==> src/rtl/decsel_pkg.sv <==
package decsel_pkg;
  localparam int HALF_AW   = 2;
  localparam int HALF_N    = 1 << HALF_AW;
  localparam int NUM_HALF  = 2;
  localparam int EN_PER_HALF = 2;

  // One-hot vector of a given width from an index.
  function automatic logic [HALF_N-1:0] idx_to_hot(input logic [HALF_AW-1:0] idx);
    logic [HALF_N-1:0] r;
    r = '0;
    r[idx] = 1'b1;
    return r;
  endfunction
endpackage

==> src/rtl/decsel_route.sv <==
// Mode steering: picks, per half, the lane index and the half-select gate.
module decsel_route #(
  parameter int AW = decsel_pkg::HALF_AW
) (
  input  logic [AW:0]   addr_lo,
  input  logic [AW-1:0] addr_hi,
  input  logic          single_mode,
  output logic [AW-1:0] lane_lo,
  output logic [AW-1:0] lane_hi,
  output logic          gate_lo,
  output logic          gate_hi
);
  logic top_bit;

  always_comb begin
    top_bit = addr_lo[AW];
    lane_lo = addr_lo[AW-1:0];
    if (single_mode) begin
      lane_hi = addr_lo[AW-1:0];
      gate_lo = ~top_bit;
      gate_hi = top_bit;
    end else begin
      lane_hi = addr_hi;
      gate_lo = 1'b1;
      gate_hi = 1'b1;
    end
  end
endmodule

==> src/rtl/decsel_half_dec.sv <==
// One 1-of-N decoder half with active-LOW enables and a select gate.
module decsel_half_dec #(
  parameter int AW   = decsel_pkg::HALF_AW,
  parameter int EN_W = decsel_pkg::EN_PER_HALF
) (
  input  logic [AW-1:0]      lane,
  input  logic [EN_W-1:0]    en_n,
  input  logic               gate,
  output logic [(1<<AW)-1:0] hot
);
  localparam int N = 1 << AW;
  logic live;

  always_comb begin
    live = gate & ~(|en_n);
    for (int i = 0; i < N; i++) begin
      hot[i] = live & (lane == AW'(i));
    end
  end
endmodule

==> src/rtl/decsel_polarity.sv <==
// Applies the effective output level of one half.
module decsel_polarity #(
  parameter int N = decsel_pkg::HALF_N
) (
  input  logic [N-1:0] hot,
  input  logic         own_inv,
  input  logic         common_inv,
  output logic [N-1:0] zo
);
  logic inv;

  always_comb begin
    inv = own_inv | common_inv;
    zo  = hot ^ {N{inv}};
  end
endmodule

==> src/rtl/decsel_top.sv <==
module decsel_top #(
  parameter int HALF_AW = decsel_pkg::HALF_AW,
  parameter int EN_W    = decsel_pkg::EN_PER_HALF
) (
  input  logic [HALF_AW:0]                addr_a,
  input  logic [HALF_AW-1:0]              addr_b,
  input  logic [EN_W-1:0]                 en_a_n,
  input  logic [EN_W-1:0]                 en_b_n,
  input  logic                            single_mode,
  input  logic                            pol_lo,
  input  logic                            pol_hi,
  input  logic                            pol_all,
  output logic [2*(1<<HALF_AW)-1:0]       z
);
  localparam int N     = 1 << HALF_AW;
  localparam int HALVES = decsel_pkg::NUM_HALF;

  logic [HALVES-1:0][HALF_AW-1:0] lane;
  logic [HALVES-1:0]              gate;
  logic [HALVES-1:0][EN_W-1:0]    en_n;
  logic [HALVES-1:0]              own_inv;
  logic [HALVES-1:0][N-1:0]       hot;
  logic [HALVES-1:0][N-1:0]       zh;

  decsel_route #(.AW(HALF_AW)) u_route (
    .addr_lo     (addr_a),
    .addr_hi     (addr_b),
    .single_mode (single_mode),
    .lane_lo     (lane[0]),
    .lane_hi     (lane[1]),
    .gate_lo     (gate[0]),
    .gate_hi     (gate[1])
  );

  assign en_n[0]    = en_a_n;
  assign en_n[1]    = en_b_n;
  assign own_inv[0] = pol_lo;
  assign own_inv[1] = pol_hi;

  for (genvar h = 0; h < HALVES; h++) begin : g_half
    decsel_half_dec #(.AW(HALF_AW), .EN_W(EN_W)) u_dec (
      .lane (lane[h]),
      .en_n (en_n[h]),
      .gate (gate[h]),
      .hot  (hot[h])
    );
    decsel_polarity #(.N(N)) u_pol (
      .hot        (hot[h]),
      .own_inv    (own_inv[h]),
      .common_inv (pol_all),
      .zo         (zh[h])
    );
    assign z[h*N +: N] = zh[h];
  end
endmodule

==> config.mk <==
export PLATFORM = sky130hd
export DESIGN_NAME = decsel_top
export DESIGN_NICKNAME = d
export VERILOG_FILES = /design/src/rtl/decsel_pkg.sv /design/src/rtl/decsel_route.sv /design/src/rtl/decsel_half_dec.sv /design/src/rtl/decsel_polarity.sv /design/src/rtl/decsel_top.sv
export SDC_FILE = /design/constraint.sdc
export NUM_CORES = 1
export LEC_CHECK = 0
export BUFFER_PORTS_ARGS = -buffer_cell sky130_fd_sc_hd__buf_2
export CORE_AREA = 2 2 39 41
export DETAILED_ROUTE_END_ITERATION = 6
export DIE_AREA = 0 0 41 43
export PLACE_DENSITY = 0.47
export SLEW_MARGIN = 20
export SYNTH_ARGS = -nofsm -noshare
export SYNTH_HDL_FRONTEND = slang
export SYNTH_SLANG_ARGS = --single-unit
==> constraint.sdc <==
create_clock -name vclk -period 1.6
set_clock_uncertainty 0.1 [all_clocks]
set_input_delay 0.32 -clock vclk [all_inputs]
set_output_delay 0.32 -clock vclk [all_outputs]
set_load 0.05 [all_outputs]
# ---- Word level (Yosys, flattened, before mapping)
# Index checks and enable logic that the tools add are counted.
dict set report classes {
  eq_ne 6
  n_mux 3
  bitwise_logic 17
  reduce_logical 4
}
# operator count
set op_table {}
lappend op_table {{$and 1x1->1} 10}
lappend op_table {{$eq 2x2->1 const B} 4}
lappend op_table {{$xor 4x4->4} 2}
lappend op_table {{$eq 2x1->1 const B} 2}
lappend op_table {{$logic_not 2->1} 2}
lappend op_table {{$reduce_or 2->1} 2}
lappend op_table {{$not 1->1} 3}
lappend op_table {{$mux 1} 2}
lappend op_table {{$mux 2} 1}
lappend op_table {{$or 1x1->1} 2}
dict set report totals {
  ff_bits 0
  in_bits 13
  out_inout_bits 8
}

# ---- Depth between registers and ports, before layout
# Gate-level depths: netlist of the first run.
dict set report depth {
  ltp_word 5
  mapped_depth 4
}

# ---- Cells and area by module
# From an unflattened synthesis of the first run, not the netlist that was laid out.
dict set report unflattened {
  hier_cells 26
  hier_area_um2 270.3
}
# module instances cells_each area_each_um2
set by_module_without_submodules {}
lappend by_module_without_submodules {decsel_half_dec 2 5 65.1}
lappend by_module_without_submodules {decsel_polarity 2 5 46.3}
lappend by_module_without_submodules {decsel_route 1 6 47.5}

# ---- Least setup slack after synthesis of the first run
# Ideal clock, no wire load.
dict set report synth_timing {
  kind {input -> output}
  from {input port single_mode}
  to {output port z[2]}
  arrival_ns 1.802
  setup_slack_ns -0.622
  stages 4
  path_buffers 1
  cell_sequence {buf_6 -> a211o_1 -> or3_1 -> xor2_1}
}
dict set report synth_via {
  elab_chain_len 4
}
# element line_no
set synth_lines {}
lappend synth_lines {{start: declaration} decsel_top.sv:9} ;# input logic single_mode,
lappend synth_lines {{$mux 1} decsel_route.sv:18} ;# if (single_mode) begin
lappend synth_lines {{$and 1x1->1} decsel_half_dec.sv:15} ;# live = gate & ~(|en_n);
lappend synth_lines {{$and 1x1->1} decsel_half_dec.sv:17} ;# hot[i] = live & (lane == AW'(i));
lappend synth_lines {{$xor 4x4->4} decsel_polarity.sv:14} ;# zo = hot ^ {N{inv}};
lappend synth_lines {{end: declaration} decsel_top.sv:13} ;# output logic [2*(1<<HALF_AW)-1:0] z
# No other way between the ends.

# ---- Worst setup path after layout of the first run
# Ends and elaborated chain as after synthesis.

==> results of run 1 <==
==> power by group through the flow <==
stage	Sequential, W	Combinational, W	Clock, W
2_1_floorplan	0	0.000123	0
3_3_place_gp	0	0.000178	0
3_5_place_dp	0	0.000178	0
4_1_cts	0	0.000206	0
5_1_grt	0	0.000230	0
6_report	0	0.000217	0
==> metrics by stage <==
| stage | hold WS, ps | power [W] |
|---|---|---|
| 3_5_place_dp | 1080 | 0.000178 |
| 3_3_place_gp | 1080 | 0.000178 |
| 4_1_cts | 1040 | 0.000206 |
| 6_report | 968 | 0.000217 |
| 5_1_grt | 993 | 0.000230 |
| 2_1_floorplan | 792 | 0.000123 |
==> timing repair <==
action | 4_1_cts | 5_1_grt
gates resized for setup | 24 | 11
setup endpoints to repair | 8 | 8
pin swaps | 7 | 10
setup buffers | 0 | 1
==> path summary, 6_finish.rpt <==
path | from | end | cells after the start
min | addr_a[1] | z[1] | 5
max | single_mode | z[2] | 5
==> metal layers <==
| metal | track usage | wire length, um | up-vias |
|---|---|---|---|
| met5 | 0 | 0 | - |
| li1 | - | - | 163 |
| met3 | 0 | 49 | 0 |
| met4 | 0 | 0 | 0 |
| met1 | 0.119 | 237 | 139 |
| met2 | 0.100 | 315 | 12 |
==> final cells by class <==
cell class | count | area (sq um)
fillers | 138 | 703
inverters | 2 | 7.51
well taps | 16 | 20.0
repair buffers | 28 | 282
multi-input cells | 27 | 372
==> worst min-delay path, cell delays in order <==
cell,delay [ps]
buf_8,80
a2111oi_4,40
nand2_2,100
xor2_4,70
buf_6,140
==> kinds of logic (layout without fill, tap and decap cells) <==
kind of cell / after synthesis / count (layout) / synth area share
muxes: 2 / 2 / 0.0960
xor gates and xnor gates: 8 / 8 / 0.316
AOI/OAI and AO/OA: 6 / 6 / 0.254
buffers and inverters: 3 / 30 / 0.0848
and+or+nand+nor: 11 / 11 / 0.249
==> placed cells by master (no fill, tap or decap), types with 3 or more instances in the layout <==
master / n
buf_6: 11
o211ai_1: 3
buf_4: 3
buf_12: 3
xor2_4: 6
buf_2: 9
==> impl_summary.txt, run 1 <==
----------------------------------------------------
[Outcome]
  Result of the run ... finished, violations left
  Violations in the final reports ... negative setup slack

[Timing]
  Final count of negative-setup-slack endpoints ... 8
  Minimum clock period ... 1810 ps
  Slew @ Worst Pin ... 400 ps
  Hold violation total from the final report ... 0
  Worst relative slew slack ... 0.732
  Final Cycle Share ... 1.13
  Setup repair after global routing missed its margin ... yes
  Max Clk Rate ... 551 MHz
  Final-layout setup total negative slack ... -1040 ps
  Final max-slew violation count ... 0
  Setup WS post-layout ... -214 ps

[Placed design]
  Dpl cells ... 72
  Post-Place Setup Slack ... -341 ps
  Number of port buffers ... 21
  HPWL after detailed placement ... 544 um
  Placed inst area ... 552 sq um
  Final Wtd Congestion ... 0.621

[Power and ir drop]
  Share of power burned in the clock network ... 0
  Combinational share of power ... 1.000
  Worst-case vdd ir drop ... 0.131 mV
  Areal power density over the cells ... 319 nW/um^2
  Internal Pwr Total ... 0.000104 W
  Switching fraction of total power ... 0.524
  Sequential Power Share ... 0
  Switching power ... 0.000114 W
  Leakage component of the power ... 0.277 nW

[Job]
  Max Cap Viol ... 0

[Logic synthesis]
  Unique cell type count in the Yosys netlist ... 17
  Number of warnings printed during yosys synthesis ... 0
  Post-Synthesis Cell Area ... 221 sq um
  Share of synthesized area occupied by flip-flops and latches ... 0
  Cell with the most instances after synthesis ... xor2_1
  Most instantiated cells after synthesis ... 6 x xor2_1, 4 x nor2_1, 3 x o211ai_1
  Cell type contributing the most total cell area after synthesis ... xor2_1
  Synthesized netlist cell count ... 30
  Average cell area after synthesis ... 7.38 sq um
  Largest cells by area after synthesis ... xor2_1 24%, o211ai_1 10%, xnor2_1 7.9%, a2111oi_2 6.8%, nor2_1 6.8%
  Synth top area share ... 0.237
  Net count after synthesis ... 43

[Cells and area]
  Sequential cell count of the final layout ... 0
  Final instance area ... 681 sq um
  Number of nets in the final layout ... 72
  Clock buffer count ... 0
  Fraction of layout instances using a drive strength above 1 ... 0.807
  Antenna Diode Count ... 0
  Count of placed standard cells in the final layout, fillers left out ... 73
  Sequential cell area ... 0 sq um
  Area overhead of the layout relative to synthesis ... 207%
  Final core area utilization ... 0.492

[Critical path]
  Worst Setup Path Type ... primary input to output pin
  CP delay by family, top ... simple AND/OR/NAND/NOR gates
  Critical Path Source Type ... primary input
  Buf+Inv Stages, Crit Path ... 2
  Largest fanout on the critical path ... 6
  Required arrival time at the worst endpoint ... 1180 ps
  Data arrival time of the worst path ... 1390 ps
  Cell-by-cell trace of the critical path ... buf_12 > a211o_1 > or3_4 > xor2_4 > buf_6
  Worst setup EP type ... output pin
  CP max-delay cell ... or3_4
  Highest cell delay on the worst timing path ... 360 ps

[Routing]
  Via Count ... 314
  Avg WL per Cell ... 8.25 um
  DRT iter0 DRCs ... 4
  Post-DRT Antenna Nets ... 0
  Via density ... 4.30
  Pre-antenna DRT Iters ... 3
  Number of remaining DRC errors ... 0
  Sum of routed wire length over all layers ... 602 um

[Clock tree]
  CTS Hold Buffers Added ... 0

[Floorplan]
  Core box area ... 1380 sq um
  Horiz. Die Dim ... 41 um
  Die Outline Area ... 1760 sq um
  Vert. Die Dim ... 43 um
  Initial core utilization ... 0.160
  Floorplan row count ... 14
  Number of top-level design ports ... 21

[Worst hold path]
  Type of the worst min-delay path ... primary input to output pin

[GRT]
  Global-route total usage across every layer ... 0.0692
  Initial antenna violation count ... 0
  Vias in the first global route ... 228
  Global route total overflow ... 0
  Wire length of the first global-routing pass ... 910 um
  Pin count of the biggest net entering global routing ... 7

----------------------------------------------------
(Power assumes the default switching activity.)
==> run 2, diff against run 1 <==
- CORE_AREA: 2 2 39 41 -> 5 5 42 44
- DIE_AREA: 0 0 41 43 -> 0 0 47 49
- PLACE_DENSITY: 0.47 -> 0.51
- SYNTH_HIERARCHICAL: default -> 1
==> run 2 against run 1 <==
Compared with the run above:
- the flow still finishes with violations (negative setup slack)
- final area shrank 11%
- first-iteration DRC count shrank 75%
- wire length shrank 2.5%
- utilization shrank 6.1 points
- flip-flop and latch count is the same
- critical path type unchanged
- largest cell class unchanged
==> impl_summary.txt, run 2 <==
----------------------------------------------------
[Power and ir drop]
  Worst-case vdd ir drop ... 0.110 mV (-16%)
  Areal power density over the cells ... 352 nW/um^2 (+10%)
  Leakage component of the power ... 0.249 nW (-10%)
  Final Power ... 0.000213 W (-2.2%)

[Cells and area]
  Final core area utilization ... 0.431 (-0.0606)
  Multi-input logic area ... 362 sq um (-2.7%)
  Most frequent cells in the layout ... 12 x buf_6, 9 x buf_2, 5 x xnor2_2, 4 x nor2_4, 3 x xnor2_4
  Fraction of layout instances using a drive strength above 1 ... 0.896 (+0.0888)
  Layout filler cell count ... 145 (+5.1%)
  Clock buffer count ... 0 (unchanged)
  Most frequent standard cell in the layout excluding fill and tap cells ... buf_6
  Antenna Diode Count ... 0 (unchanged)
  Sequential cell area ... 0 sq um (unchanged)
  Sequential cell count of the final layout ... 0 (unchanged)
  Area overhead of the layout relative to synthesis ... 124%
  Number of nets in the final layout ... 63 (-13%)

[Floorplan]
  Horiz. Die Dim ... 47 um (+15%)
  Floorplan row count ... 14 (unchanged)
  Initial core utilization ... 0.193 (+0.0328)
  Vert. Die Dim ... 49 um (+14%)
  Die Outline Area ... 2300 sq um (+31%)
  Core box area ... 1400 sq um (+1.3%)
  Number of top-level design ports ... 21 (unchanged)

[Routing]
  Via density ... 4.38 (+1.7%)
  Avg WL per Cell ... 9.17 um (+11%)
  Post-DRT Antenna Nets ... 0 (unchanged)
  Pre-antenna DRT Iters ... 2 (-1)
  Via Count ... 280 (-11%)
  Number of remaining DRC errors ... 0 (unchanged)
  Sum of routed wire length over all layers ... 587 um (-2.5%)
  DRT iter0 DRCs ... 1 (-3)

[Critical path]
  Largest fanout on the critical path ... 4 (-2)
  Critical Path Source Type ... primary input
  Cell-by-cell trace of the critical path ... buf_8 > mux2_4 > nor4bb_4 > xnor2_2 > buf_6
  Required arrival time at the worst endpoint ... 1180 ps (about the same)
  Worst setup EP type ... output pin
  Worst Setup Path Type ... primary input to output pin
  Highest cell delay on the worst timing path ... 330 ps (-30 ps)
  Data arrival time of the worst path ... 1390 ps (about the same)
  Buf+Inv Stages, Crit Path ... 2 (unchanged)
  CP max-delay cell ... nor4bb_4
  CP delay by family, top ... simple AND/OR/NAND/NOR gates

[Clock tree]
  CTS Hold Buffers Added ... 0 (unchanged)

[Logic synthesis]
  Share of synthesized area occupied by flip-flops and latches ... 0 (unchanged)
  Most instantiated cells after synthesis ... 8 x xnor2_1, 4 x and4b_1, 4 x nor2_4
  Number of warnings printed during yosys synthesis ... 6 (+6)
  Cell type contributing the most total cell area after synthesis ... xnor2_1
  Unique cell type count in the Yosys netlist ... 9 (-8)
  Net count after synthesis ... 39 (-9.3%)
  Synth top area share ... 0.259 (+0.0220)
  Synthesized netlist cell count ... 26 (-13%)
  Average cell area after synthesis ... 10.4 sq um (+41%)
  Largest cells by area after synthesis ... xnor2_1 26%, nor4bb_4 19%, nor2_4 17%, and4b_1 15%, mux2_2 8.3%
  Post-Synthesis Cell Area ... 270 sq um (+22%)
  Cell with the most instances after synthesis ... xnor2_1

[Placed design]
  Final Wtd Congestion ... 0.609 (-1.9%)
  HPWL after detailed placement ... 568 um (+4.5%)
  Number of port buffers ... 21 (unchanged)

[Worst hold path]
  Type of the worst min-delay path ... primary input to output pin

[GRT]
  Global route total overflow ... 0 (unchanged)
  Global-route total usage across every layer ... 0.0527 (-0.0165)
  Pin count of the biggest net entering global routing ... 5 (-2)
  Vias in the first global route ... 253 (+11%)
  Initial antenna violation count ... 0 (unchanged)
  Wire length of the first global-routing pass ... 1010 um (+11%)

[Timing]
  Final-layout setup total negative slack ... -619 ps (+426 ps)
  Max Clk Rate ... 552 MHz (+0.19%)
  Hold violation total from the final report ... 0 (unchanged)
  Worst relative slew slack ... 0.804 (+0.0717)
  Minimum clock period ... 1810 ps (-3.46 ps)
  Final count of negative-setup-slack endpoints ... 5 (-3)
  Final Cycle Share ... 1.13 (-0.00217)
  Final max-slew violation count ... 0 (unchanged)
  Setup repair after global routing missed its margin ... yes
  Slew @ Worst Pin ... 294 ps (-107 ps)
  Setup WS post-layout ... -211 ps (+3.46 ps)

[Outcome]
  Result of the run ... finished, violations left
  Violations in the final reports ... negative setup slack

[Job]
  Max Cap Viol ... 0 (unchanged)

----------------------------------------------------
run 2: routing by layer:
layer	vias up	track usage	share of wire	wire length [um]
met2	12	0.0973	0.52	307
met3	0	0.00738	0.12	71
met5	-	0	0	0
li1	142	-	-	-
met4	0	0	0	0
met1	126	0.0656	0.35	208
run 2: layout make-up:
| type | count | area share |
|---|---|---|
| multi-input cells | 24 | 0.598 |
| well taps | 16 | 0.0331 |
| repair buffers | 24 | 0.369 |
run 2: metrics by stage:
| step | instances | setup WS (ps) | instance area (sq um) | hold WS, ps |
|---|---|---|---|---|
| after floorplan | 26 | -210 | 375 | 786 |
| after global placement | 64 | -344 | 520 | 1030 |
| after detailed placement | 64 | -350 | 520 | 1030 |
| after CTS | 64 | -216 | 594 | 995 |
| after global routing | 64 | -270 | 604 | 989 |
| final | 64 | -211 | 604 | 975 |
run 2: repair_timing:
item	CTS	global route
endpoints found under the setup margin	8	7
pin swaps	7	3
buffers inserted	0	0
gates resized for setup	22	2
run 2: path summary, 6_finish.rpt:
check,from,end,depth (start not counted)
worst max-delay path,single_mode,z[4],5
worst min-delay path,pol_lo,z[1],4
run 2: power breakdown:
| part | leakage (nW) | switching, W | internal [W] |
|---|---|---|---|
| Sequential | 0 | 0 | 0 |
| Clock | 0 | 0 | 0 |
| Combinational | 0.249 | 0.000110 | 0.000103 |
run 2: tightest hold or removal path, stage by stage:
cell and delay (ps):
buf_2 100, nor2_4 70, xnor2_4 120, buf_6 140
run 2: logic make-up after synthesis:
logic type    synth area share
simple gates             0.602
xor+xnor                 0.259
mux                     0.0833
buf+inv                 0.0555
==> run 3, diff against run 2 <==
- ABC_AREA: default -> 1
- PLACE_DENSITY: 0.51 -> 0.52
==> run 3 against run 2 <==
Compared with the run above:
- the run now ends clean
- largest power group unchanged
- critical path depth rose by 6
- combinational power decreased by 12%
- setup slack better by 230 ps
==> impl_summary.txt, run 3 <==
----------------------------------------------------
[Routing]
  Via density ... 4.18 (-4.5%)
  Sum of routed wire length over all layers ... 904 um (+54%)
  Pre-antenna DRT Iters ... 4 (+2)
  Avg WL per Cell ... 8.45 um (-7.9%)
  DRT iter0 DRCs ... 5 (+4)
  Post-DRT Antenna Nets ... 0 (unchanged)
  Number of remaining DRC errors ... 0 (unchanged)
  Via Count ... 447 (+60%)

[Cells and area]
  Final core area utilization ... 0.394 (-0.0375)
  Most frequent standard cell in the layout excluding fill and tap cells ... nand2_1
  Multi-input logic area ... 300 sq um (-17%)
  Layout filler cell count ... 168 (+16%)
  Final instance area ... 552 sq um (-8.7%)
  Most frequent cells in the layout ... 21 x nand2_1, 13 x buf_2, 12 x nand2_2, 10 x inv_1, 8 x nor2_2
  Sequential cell count of the final layout ... 0 (unchanged)
  Number of nets in the final layout ... 106 (+68%)
  Antenna Diode Count ... 0 (unchanged)
  Clock buffer count ... 0 (unchanged)
  Sequential cell area ... 0 sq um (unchanged)
  Area overhead of the layout relative to synthesis ... 93.4%
  Fraction of layout instances using a drive strength above 1 ... 0.571 (-0.324)

[Logic synthesis]
  Number of warnings printed during yosys synthesis ... 6 (unchanged)
  Largest cells by area after synthesis ... nand2_1 45%, inv_1 17%, o21ai_0 14%, nor2_1 13%, buf_4 5.3%
  Post-Synthesis Cell Area ... 285 sq um (+5.6%)
  Synth top area share ... 0.447 (+0.188)
  Unique cell type count in the Yosys netlist ... 7 (-2)
  Net count after synthesis ... 83 (+110%)
  Most instantiated cells after synthesis ... 34 x nand2_1, 13 x inv_1, 10 x nor2_1, 8 x o21ai_0
  Average cell area after synthesis ... 4.08 sq um (-61%)
  Cell with the most instances after synthesis ... nand2_1
  Synthesized netlist cell count ... 70 (+170%)
  Cell type contributing the most total cell area after synthesis ... nand2_1
  Share of synthesized area occupied by flip-flops and latches ... 0 (unchanged)

[Floorplan]
  Vert. Die Dim ... 49 um (unchanged)
  Initial core utilization ... 0.204 (+0.0107)
  Die Outline Area ... 2300 sq um (unchanged)
  Floorplan row count ... 14 (unchanged)
  Number of top-level design ports ... 21 (unchanged)
  Core box area ... 1400 sq um (unchanged)
  Horiz. Die Dim ... 47 um (unchanged)

[Placed design]
  Number of port buffers ... 21 (unchanged)
  Final Wtd Congestion ... 0.652 (+7.1%)
  HPWL after detailed placement ... 698 um (+23%)
  Placed inst area ... 410 sq um (-21%)

[GRT]
  Wire length of the first global-routing pass ... 1350 um (+34%)
  Global-route total usage across every layer ... 0.0702 (+0.0174)
  Pin count of the biggest net entering global routing ... 11 (+6)
  Initial antenna violation count ... 0 (unchanged)
  Global route total overflow ... 0 (unchanged)
  Vias in the first global route ... 386 (+53%)

[Job]
  Max Cap Viol ... 0 (unchanged)

[Power and ir drop]
  Final Power ... 0.000188 W (-12%)
  Worst-case vdd ir drop ... 0.128 mV (+16%)
  Leakage component of the power ... 0.245 nW (-1.6%)
  Areal power density over the cells ... 340 nW/um^2 (-3.4%)

[Worst hold path]
  Type of the worst min-delay path ... primary input to output pin

[Timing]
  Final count of negative-setup-slack endpoints ... 0 (-5)
  Hold violation total from the final report ... 0 (unchanged)
  Final Cycle Share ... 0.986 (-0.146)
  Minimum clock period ... 1580 ps (-234 ps)
  Setup repair after global routing missed its margin ... yes
  Max Clk Rate ... 634 MHz (+15%)
  Slew @ Worst Pin ... 250 ps (-43.4 ps)
  Final max-slew violation count ... 0 (unchanged)
  Worst relative slew slack ... 0.834 (+0.0305)

[Critical path]
  Worst Setup Path Type ... primary input to output pin
  Critical Path Source Type ... primary input
  Worst setup EP type ... output pin
  Data arrival time of the worst path ... 1160 ps (-230 ps)
  Required arrival time at the worst endpoint ... 1180 ps (about the same)
  Largest fanout on the critical path ... 5 (+1)

[Clock tree]
  CTS Hold Buffers Added ... 0 (unchanged)

[Outcome]
  Result of the run ... finished clean

----------------------------------------------------
==> run 3: cell count changes in the layout (fill, tap and decap cells not counted), sizes merged <==
cell,change
buf,-1
inv,+14
xnor2,-8
mux2,-2
and4b,-4
nor4bb,-2
nand2,+33
o21ai,+8
and4,-2
nand2b,-1
nor2,+8
==> run 3: final timing paths <==
path / start / end / cells past startpoint
max: single_mode / z[4] / 11
min: pol_lo / z[0] / 4
==> run 3: logic make-up (layout without fill, tap and decap cells) <==
logic type / Yosys count / count (layout) / share of synthesized area
and+or+nand+nor: 46 / 46 / 0.623
buffers and inverters: 16 / 37 / 0.237
AOI/OAI and AO/OA: 8 / 8 / 0.140
==> run 3: timing repair <==
action,in CTS,in global routing
pin swaps,3,17
setup buffers,0,0
endpoints found under the setup margin,6,8
gates resized for setup,14,41
==> run 3: final cells by class <==
class / count / area share
repair buffers: 23 / 0.315
inverters: 14 / 0.104
well taps: 16 / 0.0363
multi-input cells: 54 / 0.544
==> run 3: stage by stage <==
step	instances	setup WS (ps)	setup TNS, ps	hold slack (ps)
2_1_floorplan	70	106	0	893
3_3_place_gp	107	-53.1	-177	1010
3_5_place_dp	107	-65.8	-216	1020
4_1_cts	107	1.29	0	962
5_1_grt	107	-54.3	-201	988
6_report	107	23.1	0	956
==> run 3: worst max-delay path, cell delays in order <==
cell     delay [ps]
buf_8            90
inv_4            30
nand2_2          40
nand2_2          80
inv_2            80
nand2_2          50
nor2_2          110
inv_1            40
o21ai_1          60
nand2_1          80
buf_6           160
==> run 3: power breakdown <==
part	internal (W)	switching, W	total, W
Combinational	0.0000672	0.000120	0.000188
Clock	0	0	0
Sequential	0	0	0
==> run 3: routing by layer <==
metal,vias up,GRT usage,part of all wire
met1,186,0.0913,0.40
met4,0,0,0
met2,16,0.129,0.55
met3,0,0.00369,0.056
met5,-,0,0
li1,245,-,-
